==> src/rtl/spare_pkg.sv <==
package spare_pkg;

  typedef enum logic [1:0] {
    CLS_CLEAN,
    CLS_ERASED,
    CLS_FIXED,
    CLS_BAD
  } statClass_e;

  // strobes from control to datapath
  typedef struct packed {
    logic clear;       // start of page
    logic statusTake;  // first status byte of a record accepted
    logic pageEnd;     // last byte of the last record accepted
  } ctlStrobe_t;

  localparam logic [7:0] CODE_CLEAN  = 8'h00;
  localparam logic [7:0] CODE_ERASED = 8'hFF;
  localparam logic [7:0] CODE_BAD    = 8'hFE;
  localparam logic [7:0] CODE_MAXFIX = 8'h28;
  localparam int STATUS_BYTES = 4;
  localparam int FLIP_W = 6;

  function automatic statClass_e classify(input logic [7:0] code);
    if (code == CODE_CLEAN)                          return CLS_CLEAN;
    else if (code == CODE_ERASED)                    return CLS_ERASED;
    else if (code == CODE_BAD || code > CODE_MAXFIX) return CLS_BAD;
    else                                             return CLS_FIXED;
  endfunction

endpackage

==> src/rtl/spare_ctl.sv <==
module spare_ctl
  import spare_pkg::*;
#(
  parameter int OOB_W   = 8,
  parameter int CHUNK_W = 4
) (
  input  logic               clk,
  input  logic               rstN,
  input  logic               start,
  input  logic [OOB_W-1:0]   oobStepIn,
  input  logic [CHUNK_W-1:0] chunkCountIn,
  input  logic               inValid,
  output logic               inReady,
  output logic               outValid,
  input  logic               outReady,
  output ctlStrobe_t         strobe
);

  localparam int POS_W = OOB_W + 1;

  logic               active;
  logic [POS_W-1:0]   pos;
  logic [CHUNK_W-1:0] chunkIdx;
  logic [OOB_W-1:0]   oobStepQ;
  logic [CHUNK_W-1:0] chunkCntQ;

  logic [POS_W-1:0] statusFirst;
  logic [POS_W-1:0] statusLast;
  logic             inStatus;
  logic             accept;
  logic             recordEnd;
  logic             lastChunk;

  assign statusFirst = {1'b0, oobStepQ};
  assign statusLast  = statusFirst + POS_W'(STATUS_BYTES - 1);
  assign inStatus    = (pos >= statusFirst);
  assign lastChunk   = (chunkIdx == chunkCntQ - CHUNK_W'(1));

  assign inReady  = active && (inStatus || outReady);
  assign outValid = active && !inStatus && inValid;
  assign accept   = inValid && inReady;
  assign recordEnd = accept && (pos == statusLast);

  always_comb begin
    strobe            = '0;
    strobe.clear      = start;
    strobe.statusTake = !start && accept && (pos == statusFirst);
    strobe.pageEnd    = !start && recordEnd && lastChunk;
  end

  always_ff @(posedge clk or negedge rstN) begin
    if (!rstN) begin
      active    <= 1'b0;
      pos       <= '0;
      chunkIdx  <= '0;
      oobStepQ  <= '0;
      chunkCntQ <= '0;
    end else if (start) begin
      active    <= 1'b1;
      pos       <= '0;
      chunkIdx  <= '0;
      oobStepQ  <= oobStepIn;
      chunkCntQ <= chunkCountIn;
    end else if (accept) begin
      if (recordEnd) begin
        pos      <= '0;
        chunkIdx <= chunkIdx + CHUNK_W'(1);
        if (lastChunk) active <= 1'b0;
      end else begin
        pos <= pos + POS_W'(1);
      end
    end
  end

endmodule

==> src/rtl/spare_dp.sv <==
module spare_dp
  import spare_pkg::*;
#(
  parameter int CHUNK_W = 4,
  parameter int TOTAL_W = CHUNK_W + FLIP_W
) (
  input  logic               clk,
  input  logic               rstN,
  input  ctlStrobe_t         strobe,
  input  logic [7:0]         statusByte,
  output logic               done,
  output logic               pageFail,
  output logic [FLIP_W-1:0]  maxFlips,
  output logic [TOTAL_W-1:0] totalFlips,
  output logic [CHUNK_W-1:0] failCount
);

  statClass_e       cls;
  logic [FLIP_W-1:0] flips;

  assign cls      = classify(statusByte);
  assign flips    = statusByte[FLIP_W-1:0];
  assign pageFail = (failCount != '0);

  always_ff @(posedge clk or negedge rstN) begin
    if (!rstN) begin
      done       <= 1'b0;
      maxFlips   <= '0;
      totalFlips <= '0;
      failCount  <= '0;
    end else begin
      done <= strobe.pageEnd;
      if (strobe.clear) begin
        maxFlips   <= '0;
        totalFlips <= '0;
        failCount  <= '0;
      end else if (strobe.statusTake) begin
        unique case (cls)
          CLS_FIXED: begin
            totalFlips <= totalFlips + TOTAL_W'(flips);
            if (flips > maxFlips) maxFlips <= flips;
          end
          CLS_BAD: failCount <= failCount + CHUNK_W'(1);
          default: ;
        endcase
      end
    end
  end

endmodule

==> src/rtl/spare_status_strip.sv <==
module spare_status_strip
  import spare_pkg::*;
#(
  parameter int OOB_W   = 8,
  parameter int CHUNK_W = 4,
  localparam int TOTAL_W = CHUNK_W + FLIP_W
) (
  input  logic               clk,
  input  logic               rstN,
  input  logic               start,
  input  logic [OOB_W-1:0]   oobStepIn,
  input  logic [CHUNK_W-1:0] chunkCountIn,
  input  logic               inValid,
  input  logic [7:0]         inData,
  output logic               inReady,
  output logic               outValid,
  output logic [7:0]         outData,
  input  logic               outReady,
  output logic               done,
  output logic               pageFail,
  output logic [FLIP_W-1:0]  maxFlips,
  output logic [TOTAL_W-1:0] totalFlips,
  output logic [CHUNK_W-1:0] failCount
);

  ctlStrobe_t strobe;

  assign outData = inData;

  spare_ctl #(.OOB_W(OOB_W), .CHUNK_W(CHUNK_W)) i_ctl (
    .clk          (clk),
    .rstN         (rstN),
    .start        (start),
    .oobStepIn    (oobStepIn),
    .chunkCountIn (chunkCountIn),
    .inValid      (inValid),
    .inReady      (inReady),
    .outValid     (outValid),
    .outReady     (outReady),
    .strobe       (strobe)
  );

  spare_dp #(.CHUNK_W(CHUNK_W), .TOTAL_W(TOTAL_W)) i_dp (
    .clk        (clk),
    .rstN       (rstN),
    .strobe     (strobe),
    .statusByte (inData),
    .done       (done),
    .pageFail   (pageFail),
    .maxFlips   (maxFlips),
    .totalFlips (totalFlips),
    .failCount  (failCount)
  );

endmodule

==> config.mk <==
export PLATFORM = sky130hd
export DESIGN_NAME = spare_status_strip
export DESIGN_NICKNAME = d
export VERILOG_FILES = /design/src/rtl/spare_pkg.sv /design/src/rtl/spare_ctl.sv /design/src/rtl/spare_dp.sv /design/src/rtl/spare_status_strip.sv
export SDC_FILE = /design/constraint.sdc
export NUM_CORES = 1
export LEC_CHECK = 0
export BUFFER_PORTS_ARGS = -buffer_cell sky130_fd_sc_hd__clkbuf_2
export CORE_UTILIZATION = 40
export CTS_CLUSTER_DIAMETER = 150
export DETAILED_ROUTE_END_ITERATION = 10
export PLACE_DENSITY_LB_ADDON = 0.3
export SKIP_CTS_REPAIR_TIMING = 1
export SYNTH_ARGS = -nofsm -noshare
export SYNTH_HDL_FRONTEND = slang
export SYNTH_SLANG_ARGS = --single-unit
==> constraint.sdc <==
create_clock -name clk -period 2.4 [get_ports clk]
set_input_delay 0.36 -clock clk [delete_from_list [all_inputs] [get_ports clk]]
set_output_delay 0.36 -clock clk [all_outputs]
set_load 0.01 [all_outputs]
## Word level (Yosys, flattened, before mapping)

Index checks and enable logic that the tools add are counted.

| word-level totals | value |
|---|---|
| flip-flop bits (word level) | 47 |
| latch bits | 0 |
| RAM bits | 0 |
| memory bits (read-only) | 0 |
| output and inout port bits | 32 |
| logic and storage cells | 75 |
| memories kept | 0 |

| operators by class | value |
|---|---|
| $add $sub $neg | 6 |
| multiply operators | 0 |
| divide/modulo/power cells | 0 |
| order comparisons | 3 |
| eq/ne operators | 7 |
| shift-type cells | 0 |
| mux-type cells | 23 |
| bitwise gates (word level) | 0 |
| reductions and logical operators | 27 |

Operator list:

| kind | count |
|---|---|
| 10-bit two-way mux | 3 |
| 9-bit two-way mux | 3 |
| 4-bit two-way mux | 6 |
| 6-bit two-way mux | 4 |
| 8-bit == test (second input constant) | 2 |
| 2-bit nonzero test | 7 |
| 10-bit by 6-bit adder with 10-bit output | 1 |
| 8-bit by 2-bit adder with 9-bit output (second input constant) | 1 |
| 9-bit by 1-bit adder with 9-bit output (second input constant) | 1 |
| 9-bit by 8-bit == test with 1-bit output | 1 |
| 9-bit == test | 1 |
| 9-bit by 8-bit >= comparator with 1-bit output | 1 |
| 1-bit logical AND | 9 |
| 4-bit by 1-bit adder with 4-bit output (second input constant) | 2 |
| 8-bit by 6-bit > comparator with 1-bit output (second input constant) | 1 |
| 8-bit logical NOT | 1 |
| 6-bit > comparator | 1 |
| 2-bit AND reduction | 3 |
| 3-bit AND reduction | 2 |
| 1-bit two-way mux | 5 |
| 2-bit == test (second input constant) | 2 |
| 4-bit == test | 1 |
| 2-bit two-way mux | 2 |
| 4-bit nonzero test | 1 |
| 3 further kinds | 5 |

## Depth between registers and ports, before layout

Gate-level depths: netlist (run 1).

| depth | value |
|---|---|
| word-level depth | 9 |
| depth in mapped cells | 9 |

## Cells and area by module

From an unflattened synthesis (run 1), not the netlist that was laid out.

| unflattened totals | value |
|---|---|
| cells, all modules | 362 |
| area total of the unflattened synthesis | 3234.4 um^2 |

By module, submodules not included:

| module | instances | cells an instance | area an instance (um^2) |
|---|---|---|---|
| spare_ctl | 1 | 195 | 1754.2 |
| spare_dp | 1 | 159 | 1420.1 |
| spare_status_strip | 1 | 8 | 60.1 |

## Least setup slack after synthesis (run 1)

No wires, ideal clock.

| timing | value |
|---|---|
| path kind | reg2reg |
| from | reg i_ctl.oobStepQ[6] |
| to | reg i_ctl.chunkIdx[3] |
| library setup time | 0.125 ns |
| arrival time | 2.358 ns |
| required time | 2.275 ns |
| path slack | -0.082 ns |
| stages on the path, launching flop included | 10 |
| path buffers | 1 |
| path through | dfrtp_1 > inv_1 > ha_1 > nand4b_4 > nor2_1 > a2111oi_4 > or2_2 > buf_2 > nor4_1 > mux2_2 |

| between the ends | value |
|---|---|
| cells in the longest elaborated chain, start to end | 7 |
| elaborated cells between the ends (all ways) | 10 |

Ends and longest elaborated chain:

| element | RTL line | RTL |
|---|---|---|
| from (decl) | spare_ctl.sv:24 | `logic [OOB_W-1:0] oobStepQ;` |
| from (signal assigned) | spare_ctl.sv:62 | `oobStepQ <= oobStepIn;` |
| parallel branches: the longest is 6 deep, another holds 8-bit by 2-bit adder with 9-bit output | n/a |  |
| 2-bit AND reduction (no line) * | n/a |  |
| to (signal assigned) | spare_ctl.sv:67 | `chunkIdx <= chunkIdx + CHUNK_W'(1);` |
| to (decl) | spare_ctl.sv:23 | `logic [CHUNK_W-1:0] chunkIdx;` |

Mark *: on every way between the ends.
A chain may end at the register's enable or synchronous reset.

## Worst setup path after layout (run 1)

| timing | value |
|---|---|
| from | reg i_ctl.oobStepQ[0] |
| to | out inReady |

| between the ends | value |
|---|---|
| cells in the longest elaborated chain, start to end | 3 |

Ends and longest elaborated chain:

| element | RTL line | RTL |
|---|---|---|
| 9-bit by 8-bit >= comparator with 1-bit output | spare_ctl.sv:36 | `assign inStatus = (pos >= statusFirst);` |
| 1-bit logical OR | spare_ctl.sv:39 | `assign inReady = active && (inStatus \|\| outReady);` |
| 1-bit logical AND | spare_ctl.sv:39 |  |
| to (decl) | spare_status_strip.sv:15 | `output logic inReady,` |

No other way between the ends.

==> reports/qor.csv, run 1 <==
stage,metric,value,unit
synth,synthDistinctLibCells,59,
cells_and_area,fin_nets,485,
timing,timing.final.crit_share,101,%
clocking,numCtsBuffers,5,
place,place_area,3770,sq um
setup_path,path_max_fanout,4,
timing,fin_ws,-14.1,ps
grt,grt_max_degree,53,
cells_and_area,stdcell_area,4240,sq um
route,vias,2835,
power,power,1800,uW
cells_and_area,antenna-diode-count,0,
floorplan,row_count,32,
floorplan,die_h,92.0,um
flow_run,cap_violations,0,
timing,min_period,2410,ps
grt,grt_pass1_vias,2696,
floorplan,start_util,41.8,%
setup_path,rr_endpoint,i_dp.totalFlips[5],
cells_and_area,final_common_cell,clkbuf_2,
synth,ys_seq_elements,47,
grt,grt_pass1_wl,12.7,mm
clocking,htree_levels,2,
cells_and_area,final_cell_mix,"clkbuf_2 (56), dfrtp_1 (45), buf_4 (36)",
outcome,violations,setup timing,
route,first_iter_violations,129,
route,drtAntennaViolNets,0,
setup_path,rr_startpoint,i_ctl.oobStepQ[7],
setup_path,crit_path_start_kind,flop,
route,routed_wl,8.00,mm
route,route.detailed.drc,0,
grt,grt_use_total,18.5,%
floorplan,die_area,8470,sq um
synth,synth-edff-count,0,
place,place_hpwl,5.68,mm
floorplan,chipWidth,92.0,um
setup_path,crit_buf_inv,3,
clocking,clkSlewWorstSetupHoldPaths,90,ps
setup_path,cp_top_family,compound AO/OA/AOI/OAI gates,
cells_and_area,drive_gt1_share,38.1,%
timing,setup_violations,2,
cells_and_area,area_growth,30.8,%
clocking,numClockSinks,47,
setup_path,startpoint,i_ctl.oobStepQ[0],
place,portBuffers,56,
synth,synthCells,349,
timing,tightest_slew,611,ps
clocking,worstSkewPairLatency,300,ps
power,peakVddDrop,0.257,mV
timing,fin_skew,6.70,ps
setup_path,required,2040,ps
setup_path,setup.reg_to_reg.worst_slack,0,ps
setup_path,crit_slowest_cell,dfrtp_2,
synth,seq_area_frac_synth,36.3,%
timing,fmax,414,MHz
floorplan,ios,57,
outcome,status,finished with violations,
setup_path,rr_worst_depth,9,
synth,synth_area_per_cell,9.29,sq um
floorplan,core-area,7770,sq um
clocking,cts.path.max_buffers,2,
synth,synth_area,3240,sq um
setup_path,path_cells,"buf_4, ha_4, nor2b_4, o21ai_4, a2111oi_4, buf_6, nor2b_1, clkbuf_2",
cells_and_area,fillers,724,
route,drt-pass1-iter-count,4,
clocking,root_buffer,clkbuf_8,
power,power_leakage,0.00191,uW
grt,grt_antenna_before_repair,0,
grt,overflow,0,
synth,syn-num-nets,401,
synth,synthFlopType,dfrtp_1,
timing,whs,146,ps
place,place_congestion,0.790,
setup_path,crit_type,reg2out,
setup_path,cp_data_arrival_time,2050,ps
timing,drv_slew,0,
route,vias_per_cell,5.30,
setup_path,cp.depth,8,
timing,finalHoldViolCount,0,
route,wl_per_cell,14.9,um
clocking,cts_tree,yes,
synth,yosys_warnings,0,
hold_path,hp-class,in2async,
timing,slew_headroom,58.2,%
setup_path,crit_path_end,inReady,
timing,rsz0062_at_grt,true,
power,power_density,424,nW/um^2
synth,async_reset_ff_share,100,%
setup_path,timing.critical_path.to_type,output pin,
setup_path,slowest_delay,440,ps
## synthesized netlist by cell type, drive strengths merged (4+ instances only)
| cell | n | area [sq um] |
|---|---|---|
| a21oi | 15 | 75.1 |
| buf | 11 | 81.3 |
| clkbuf | 9 | 33.8 |
| dfrtp | 47 | 1180 |
| ha | 26 | 325 |
| inv | 25 | 93.8 |
| mux2 | 5 | 56.3 |
| mux2i | 6 | 60.1 |
| nand2 | 31 | 116 |
| nand3 | 9 | 45.0 |
| nand4 | 7 | 43.8 |
| nor2 | 32 | 120 |
| nor2b | 6 | 37.5 |
| nor3 | 10 | 55.1 |
| nor4 | 7 | 58.8 |
| o21a | 6 | 45.0 |
| o21ai | 18 | 90.1 |
| o31ai | 4 | 43.8 |
| or3 | 4 | 25.0 |
| xnor2 | 18 | 158 |
| xor2 | 8 | 70.1 |
## kinds of logic after synthesis
kind of cell / count (synthesis) / share of synthesized area, %
AO/OA/AOI/OAI: 69 / 15.4
XOR/XNOR: 26 / 7.02
adder cells (fa/ha/maj): 27 / 10.6
buffers and inverters: 45 / 6.44
flip-flops: 47 / 36.3
multiplexers: 11 / 3.59
AND/OR/NAND/NOR: 124 / 20.6
## power by group
part,switching (uW),internal (uW),leakage (uW)
logic,218,170,0.00124
clock network,275,305,0.0000502
registers,17.9,813,0.000625
total,511,1290,0.00191
## metal layers
metal / routed length, um / global-route usage [%]
met1: 3660 / 25.5
met2: 4060 / 30.9
met3: 232 / 2.49
met4: 47 / 3.91
met5: 0 / 0
## flip-flops by register name, summed over array words and instances, names as in the netlist
name / count
i_ctl.oobStepQ: 8
i_dp.done: 1
i_ctl.chunkCntQ: 4
i_ctl.active: 1
i_dp.failCount: 4
i_ctl.chunkIdx: 4
i_ctl.pos: 9
i_dp.maxFlips: 6
i_dp.totalFlips: 10
## worst min-delay path by stage
stage                     from                  to  slack (ps)  cells past startpoint
after floorplan           rstN        i_ctl.active          60                      0
final                     rstN  i_dp.totalFlips[0]         150                      2
after global placement    rstN  i_dp.totalFlips[0]         500                      2
after CTS                 rstN  i_dp.totalFlips[0]         170                      2
after global routing      rstN  i_dp.totalFlips[8]         200                      2
after detailed placement  rstN  i_dp.totalFlips[0]         500                      2
## per-stage QoR
| stage | setup TNS (ps) | setup slack (ps) | utilization (%) | std cells |
|---|---|---|---|---|
| global route | -1070 | -97.2 | 54.6 | 535 |
| detailed placement | -15.4 | -15.4 | 48.6 | 517 |
| CTS | -400 | -272 | 49.9 | 524 |
| finish | -17.7 | -14.1 | 54.6 | 535 |
| floorplan | -30.6 | -30.6 | - | 349 |
| global placement | 0 | 33.0 | 48.6 | 517 |
## final cells by class
type | instances | area, sq um | share of cell area (%)
clock buffer | 5 | 68.8 | 1.62
clock inverter | 2 | 37.5 | 0.885
inverter | 25 | 93.8 | 2.21
multi-input combinational | 257 | 2130 | 50.2
sequential | 47 | 1180 | 27.8
tap | 102 | 128 | 3.01
timing repair buffer | 97 | 607 | 14.3
Power figures use the tool's default switching activity.
==> inputs of run 2 (changes only) <==
--- a/config.mk
+++ b/config.mk
@@ -5,12 +5,14 @@
 export SDC_FILE = /design/constraint.sdc
 export NUM_CORES = 1
 export LEC_CHECK = 0
-export BUFFER_PORTS_ARGS = -buffer_cell sky130_fd_sc_hd__clkbuf_2
+export CAP_MARGIN = 40
 export CORE_UTILIZATION = 40
 export CTS_CLUSTER_DIAMETER = 150
 export DETAILED_ROUTE_END_ITERATION = 10
+export DONT_BUFFER_PORTS = 1
 export PLACE_DENSITY_LB_ADDON = 0.3
 export SKIP_CTS_REPAIR_TIMING = 1
 export SYNTH_ARGS = -nofsm -noshare
 export SYNTH_HDL_FRONTEND = slang
 export SYNTH_SLANG_ARGS = --single-unit
+export TNS_END_PERCENT = 30
==> run 2 against run 1 <==
Compared with the run above:
- the run now ends clean
- sequential power about the same
- highest routed layer unchanged
- non-clock buffer count decreased by 55
- clock-buffer cell count unchanged
- sequential share of layout area increased by 2.1 points
- register-to-register slack about the same
- hold slack got worse by 39 ps
- largest power group unchanged
- final cell count decreased by 10%
- critical path type unchanged
- clock skew increased by 1.4 ps
- critical endpoint unchanged
- clock power decreased by 14%
- design area decreased by 7.0%
==> reports/qor.csv, run 2 (synthesized netlist as in run 1, its figures left out) <==
stage,metric,value,unit,change
clocking,htree_levels,2,,unchanged
clocking,worstSkewPairLatency,310,ps,about the same
floorplan,core-area,7770,sq um,unchanged
route,route.detailed.drc,0,,unchanged
floorplan,die_area,8470,sq um,unchanged
setup_path,crit_type,reg2out,,
power,peakVddDrop,0.270,mV,+5.0%
route,drtAntennaViolNets,0,,unchanged
setup_path,cp_data_arrival_time,2030,ps,-20 ps
cells_and_area,multi_input_area,2100,sq um,-1.3%
place,place_congestion,0.837,,+5.9%
grt,grt_antenna_before_repair,0,,unchanged
setup_path,crit_path_start_kind,flop,,
power,power_leakage,0.00170,uW,-11%
grt,grt_pass1_wl,12.0,mm,-5.3%
timing,min_period,2390,ps,-21.3 ps
cells_and_area,fillers,725,,+0.14%
clocking,clkSlewWorstSetupHoldPaths,100,ps,about the same
clocking,numClockSinks,47,,unchanged
grt,grt_max_degree,54,,+1.9%
setup_path,timing.critical_path.to_type,output pin,,
setup_path,crit_slowest_cell,dfrtp_1,,
grt,grt_use_total,17.8,%,-0.74 points
timing,slew_headroom,62.5,%,+4.3 points
hold_path,hp-class,in2reg,,
grt,overflow,0,,unchanged
clocking,root_buffer,clkbuf_8,,
clocking,cts_tree,yes,,
cells_and_area,drive_gt1_share,25.6,%,-13 points
floorplan,chipWidth,92.0,um,unchanged
cells_and_area,final_cell_mix,"dfrtp_1 (46), buf_4 (37), nor2_1 (30)",,
floorplan,row_count,32,,unchanged
place,pre_cts_ws,-32.9,ps,-17.5 ps
setup_path,slowest_delay,440,ps,about the same
timing,rsz0062_at_grt,true,,
clocking,numCtsBuffers,5,,unchanged
grt,grt_pass1_vias,2430,,-9.9%
cells_and_area,fin_nets,430,,-11%
power,power,1670,uW,-7.2%
timing,timing.final.crit_share,99.7,%,-0.89 points
cells_and_area,final_common_cell,dfrtp_1,,
route,first_iter_violations,72,,-44%
route,routed_wl,7.83,mm,-2.1%
power,power_density,423,nW/um^2,-0.22%
floorplan,ios,57,,unchanged
route,wl_per_cell,16.3,um,+8.9%
floorplan,start_util,41.8,%,unchanged
place,portBuffers,0,,-100%
setup_path,path_max_fanout,4,,unchanged
cells_and_area,antenna-diode-count,0,,unchanged
timing,drv_slew,0,,unchanged
place,place_hpwl,5.33,mm,-6.0%
timing,setup_violations,0,,-2
setup_path,cp_top_family,buffers and inverters,,
timing,finalHoldViolCount,0,,unchanged
cells_and_area,top_regs,"i_dp.totalFlips (10), i_ctl.pos (9), i_ctl.oobStepQ (8)",,
floorplan,die_h,92.0,um,unchanged
timing,tightest_slew,549,ps,-62.5 ps
route,vias,2632,,-7.2%
cells_and_area,regMostFlops,i_dp.totalFlips,,
timing,fin_ws,7.20,ps,+21.3 ps
cells_and_area,largest_reg_flops,10,,unchanged
cells_and_area,area_growth,21.6,%,
timing,fmax,418,MHz,+0.89%
setup_path,required,2040,ps,about the same
route,vias_per_cell,5.47,,+3.3%
route,drt-pass1-iter-count,7,,+3
setup_path,crit_buf_inv,3,,unchanged
clocking,cts.path.max_buffers,2,,unchanged
outcome,status,completed,,
setup_path,path_cells,"inv_2, ha_4, nand4b_4, buf_12, nor2_4, a2111oi_4, buf_4, nor2b_4",,
cells_and_area,sequential_cell_area,1180,sq um,-0.11%
flow_run,cap_violations,0,,unchanged
timing,fin_skew,8.10,ps,+1.40 ps
[run 2: cell count changes in the layout (fill, tap and decap cells not counted), sizes merged]
cell         change
bufinv           -1
clkbuf          -56
clkinvlp         -1
inv              +1
dlygate4sd3      +1
clkinv           +2
[run 2: routing by layer]
metal / global-route usage (%) / share of wire, %
met5: 0 / 0
met4: 4.69 / 1.3
met3: 3.15 / 3.3
met2: 28.9 / 49
met1: 24.2 / 46
[run 2: cell type report]
| cell class | count | area share, % |
|---|---|---|
| Sequential cell | 47 | 29.8 |
| Clock buffer | 5 | 1.74 |
| Inverter | 25 | 2.38 |
| Timing Repair Buffer | 42 | 9.07 |
| Clock inverter | 3 | 0.476 |
| Tap cell | 102 | 3.24 |
| Multi-Input combinational cell | 257 | 53.3 |
[run 2: worst reg2reg max path: stages (launching register included)]
cell and delay [ps]:
dfrtp_1 440, inv_2 80, ha_4 280, nand4b_4 140, nor4_4 330, buf_4 160, o41ai_1 50, or4_1 450
a211o_1 250, a21oi_1 140
[run 2: per-stage QoR]
step | hold WS (ps) | cells | cell area [sq um] | utilization, % | TNS [ps]
final | 107 | 481 | 3950 | 50.8 | 0
after global routing | 82.7 | 481 | 3950 | 50.8 | -1030
after CTS | -275 | 467 | 3560 | 45.9 | -602
after detailed placement | 65.1 | 459 | 3480 | 44.7 | -68.7
after global placement | 65.2 | 459 | 3480 | 44.7 | -2.33
after floorplan | 64.4 | 349 | 3250 | - | -38.5
[run 2: power by group]
part           switching (uW)  internal [uW]
Combinational             177            162
Clock                     292            206
Sequential               19.6            813
Total                     488           1180
[run 2: final timing paths]
kind                               startpoint                  to  slack [ps]  cells after the start
min in group asynchronous                rstN  i_dp.totalFlips[2]         550                      2
setup reg to reg            i_ctl.oobStepQ[5]  i_dp.totalFlips[5]           7                      9
setup / recovery            i_ctl.oobStepQ[5]             inReady           7                      8
max in group asynchronous                rstN   i_ctl.oobStepQ[0]        1610                      2
hold / removal                          start  i_dp.totalFlips[9]         110                      1
hold reg to reg            i_ctl.chunkCntQ[3]  i_ctl.chunkCntQ[3]         540                      1
==> inputs of run 3 (changes only) <==
--- a/config.mk
+++ b/config.mk
@@ -14,5 +14,6 @@
 export SKIP_CTS_REPAIR_TIMING = 1
 export SYNTH_ARGS = -nofsm -noshare
 export SYNTH_HDL_FRONTEND = slang
+export SYNTH_HIERARCHICAL = 1
 export SYNTH_SLANG_ARGS = --single-unit
 export TNS_END_PERCENT = 30
==> constraint.sdc (replaced) <==
create_clock -name clk -period 2 [get_ports clk]
set_input_delay 0.3 -clock clk [delete_from_list [all_inputs] [get_ports clk]]
set_output_delay 0.3 -clock clk [all_outputs]
set_load 0.01 [all_outputs]
==> run 3 against run 2 <==
Compared with the run above:
- the flow now finishes with violations (setup timing)
- combinational power up 13%
- utilization up 1.0 points
- largest power group unchanged
- via count increased by 6.5%
- sequential power increased by 19%
- wire length is the same
- register-to-register slack worse by 630 ps
- global-route usage rose by 1.1 points
- die area down 0.27%
- final cell count increased by 5.4%
- critical path depth up 1
- flip-flop and latch count did not move
- sequential share of layout area decreased by 0.63 points
==> reports/qor.csv, run 3 <==
stage,metric,value,unit,change
outcome,status,finished with violations,,
outcome,violations,setup timing,,
synth,syn-num-nets,414,,+3.2%
flow_run,cap_violations,0,,unchanged
floorplan,chipWidth,91.9,um,-0.14%
cells_and_area,area_growth,24.5,%,
synth,synth_area_per_cell,8.93,sq um,-3.9%
cells_and_area,drive_gt1_share,27.9,%,+2.3 points
timing,finalHoldViolCount,0,,unchanged
cells_and_area,instances_no_fill,507,,+5.4%
route,vias_per_cell,5.53,,+1.0%
setup_path,crit_type,reg2reg,,
floorplan,die_h,91.9,um,-0.14%
timing,fin_ws,-623,ps,-630 ps
route,drtAntennaViolNets,0,,unchanged
synth,yosysTopAreaCellShare,36.4,%,+0.098 points
synth,yosysMostFrequentCell,dfrtp_1,,
cells_and_area,regMostFlops,i_dp/totalFlips,,
grt,grt_pass1_wl,12.7,mm,+6.0%
grt,overflow,0,,unchanged
clocking,numCtsBuffers,5,,unchanged
floorplan,ios,57,,unchanged
route,route.detailed.drc,0,,unchanged
clocking,worstSkewPairLatency,300,ps,about the same
timing,slew_headroom,54.5,%,-7.9 points
place,place_congestion,0.792,,-5.4%
cells_and_area,largest_reg_flops,10,,unchanged
cells_and_area,antenna-diode-count,0,,unchanged
synth,ys_seq_elements,47,,unchanged
cells_and_area,fin_nets,456,,+6.0%
clocking,cts_tree,yes,,
synth,synth-edff-count,0,,unchanged
place,placed_cells,493,,+7.4%
timing,drv_slew,0,,unchanged
cells_and_area,final_common_cell,buf_4,,
floorplan,core-area,7770,sq um,unchanged
setup_path,setup.reg_to_reg.worst_slack,-620,ps,-630 ps
setup_path,crit_path_start_kind,flop,,
timing,fin_skew,10.7,ps,+2.59 ps
timing,tightest_slew,680,ps,+131 ps
route,first_iter_violations,139,,+93%
synth,synthDistinctLibCells,51,,-14%
synth,synth_area,3230,sq um,-0.27%
synth,synthFlopType,dfrtp_1,,
power,peakVddDrop,0.263,mV,-2.7%
synth,async_reset_ff_share,100,%,unchanged
synth,synthTopCellsByCount,"dfrtp_1 (47), nand2_1 (35), inv_1 (27), ha_1 (26), a21oi_1 (24)",,
synth,yosys_warnings,6,,+6
timing,fin_tns_setup,-17730,ps,-17730 ps
synth,synth_top_cell_by_area,dfrtp_1,,
power,power_density,502,nW/um^2,+19%
floorplan,start_util,41.6,%,-0.11 points
synth,yosys-top-cells-area,"dfrtp_1 (36%), ha_1 (10%), nand2_1 (4.1%)",,
clocking,root_buffer,clkbuf_8,,
place,place_hpwl,5.69,mm,+6.8%
grt,grt_max_degree,60,,+11%
grt,grt_pass1_vias,2693,,+11%
clocking,cts.path.max_buffers,2,,unchanged
synth,seq_area_frac_synth,36.4,%,+0.098 points
setup_path,cp_data_arrival_time,2860,ps,+830 ps
timing,whs,47.7,ps,-59.7 ps
clocking,numClockSinks,47,,unchanged
cells_and_area,final_cell_mix,"buf_4 (50), dfrtp_1 (47), nand2_1 (35)",,
route,vias,2802,,+6.5%
floorplan,die_area,8450,sq um,-0.27%
cells_and_area,fillers,733,,+1.1%
clocking,clkSlewWorstSetupHoldPaths,90,ps,about the same
floorplan,row_count,32,,unchanged
timing,fmax,381,MHz,
place,portBuffers,0,,unchanged
power,power,2020,uW,+21%
route,drt-pass1-iter-count,4,,-3
timing,setup_violations,37,,+37
timing,min_period,2620,ps,
setup_path,required,2240,ps,+200 ps
power,power_leakage,0.00174,uW,+2.2%
setup_path,path_max_fanout,5,,+1
grt,grt_use_total,18.9,%,+1.1 points
timing,timing.final.crit_share,131,%,
clocking,htree_levels,2,,unchanged
synth,synthCells,362,,+3.7%
cells_and_area,top_regs,"i_dp/totalFlips (10), i_ctl/pos (9), i_ctl/oobStepQ (8)",,
timing,rsz0062_at_grt,true,,
route,wl_per_cell,15.4,um,-5.1%
route,routed_wl,7.83,mm,unchanged
setup_path,timing.critical_path.to_type,flop,,
grt,grt_antenna_before_repair,0,,unchanged
hold_path,hp-class,in2reg,,
[run 3: cell types whose count changed in the layout (fill, tap and decap cells not counted), sizes merged, moves of 5 or more]
cell	before	now
o2bb2ai	0	5
or4	1	14
a21oi	15	24
xnor2	18	13
nor2	32	18
o31ai	4	10
and3	2	7
buf	41	54
[run 3: cell families (layout without fill, tap and decap cells)]
kind of cell / after synthesis / in the layout / synth area share [%]
xor+xnor: 18 / 18 / 4.87
simple gates: 126 / 127 / 21.3
buf+inv: 48 / 90 / 6.92
compound gates: 88 / 88 / 17.3
mux: 8 / 8 / 2.59
fa+ha+maj: 27 / 27 / 10.7
flops: 47 / 47 / 36.4
[run 3: through the flow]
| step | util [%] | cell area, sq um | setup slack [ps] |
|---|---|---|---|
| floorplan | - | 3320 | -558 |
| global placement | 47.6 | 3700 | -613 |
| detailed placement | 47.6 | 3700 | -717 |
| CTS | 48.9 | 3800 | -723 |
| global route | 51.8 | 4030 | -748 |
| finish | 51.8 | 4030 | -623 |
[run 3: layer usage]
metal / part of all wire [%] / wire length [um] / vias up / global-route usage (%)
met3: 3.8 / 297 / 4 / 3.81
met2: 47 / 3670 / 59 / 30.9
met4: 0.87 / 68 / 0 / 4.69
met5: 0 / 0 / - / 0
met1: 49 / 3800 / 1343 / 25.4
li1: - / - / 1396 / -
[run 3: cell type report]
class                   count  area (sq um)  area share, %
flip-flops and latches     47          1180           29.2
inverters                  27           101           2.52
multi-input cells         268          2070           51.3
clock buffers               8           100           2.49
repair buffers             55           455           11.3
well taps                 102           128           3.17
[run 3: worst paths after layout]
path,depth (start not counted),from,end
worst max-delay path,9,i_ctl/oobStepQ[0],i_ctl/chunkIdx[3]
worst min-delay path,1,start,i_dp/totalFlips[3]
worst max register to register,9,i_ctl/oobStepQ[0],i_ctl/chunkIdx[3]
worst min register to register,2,i_ctl/active,i_ctl/active
max in group asynchronous,2,rstN,i_dp/totalFlips[6]
min in group asynchronous,2,rstN,i_dp/totalFlips[3]
[run 3: critical path, cell delays in order, from the launching register on]
cell and delay, ps:
dfrtp_1 400, inv_1 110, ha_4 160, and3b_2 220
or2_2 270, a31o_2 230, a211o_1 310, or2_4 260
or4_1 480, a21oi_1 130
[run 3: report_power, final]
group,switching [uW],internal (uW)
clock,331,316
combinational,193,190
sequential,18.5,974
total,543,1480
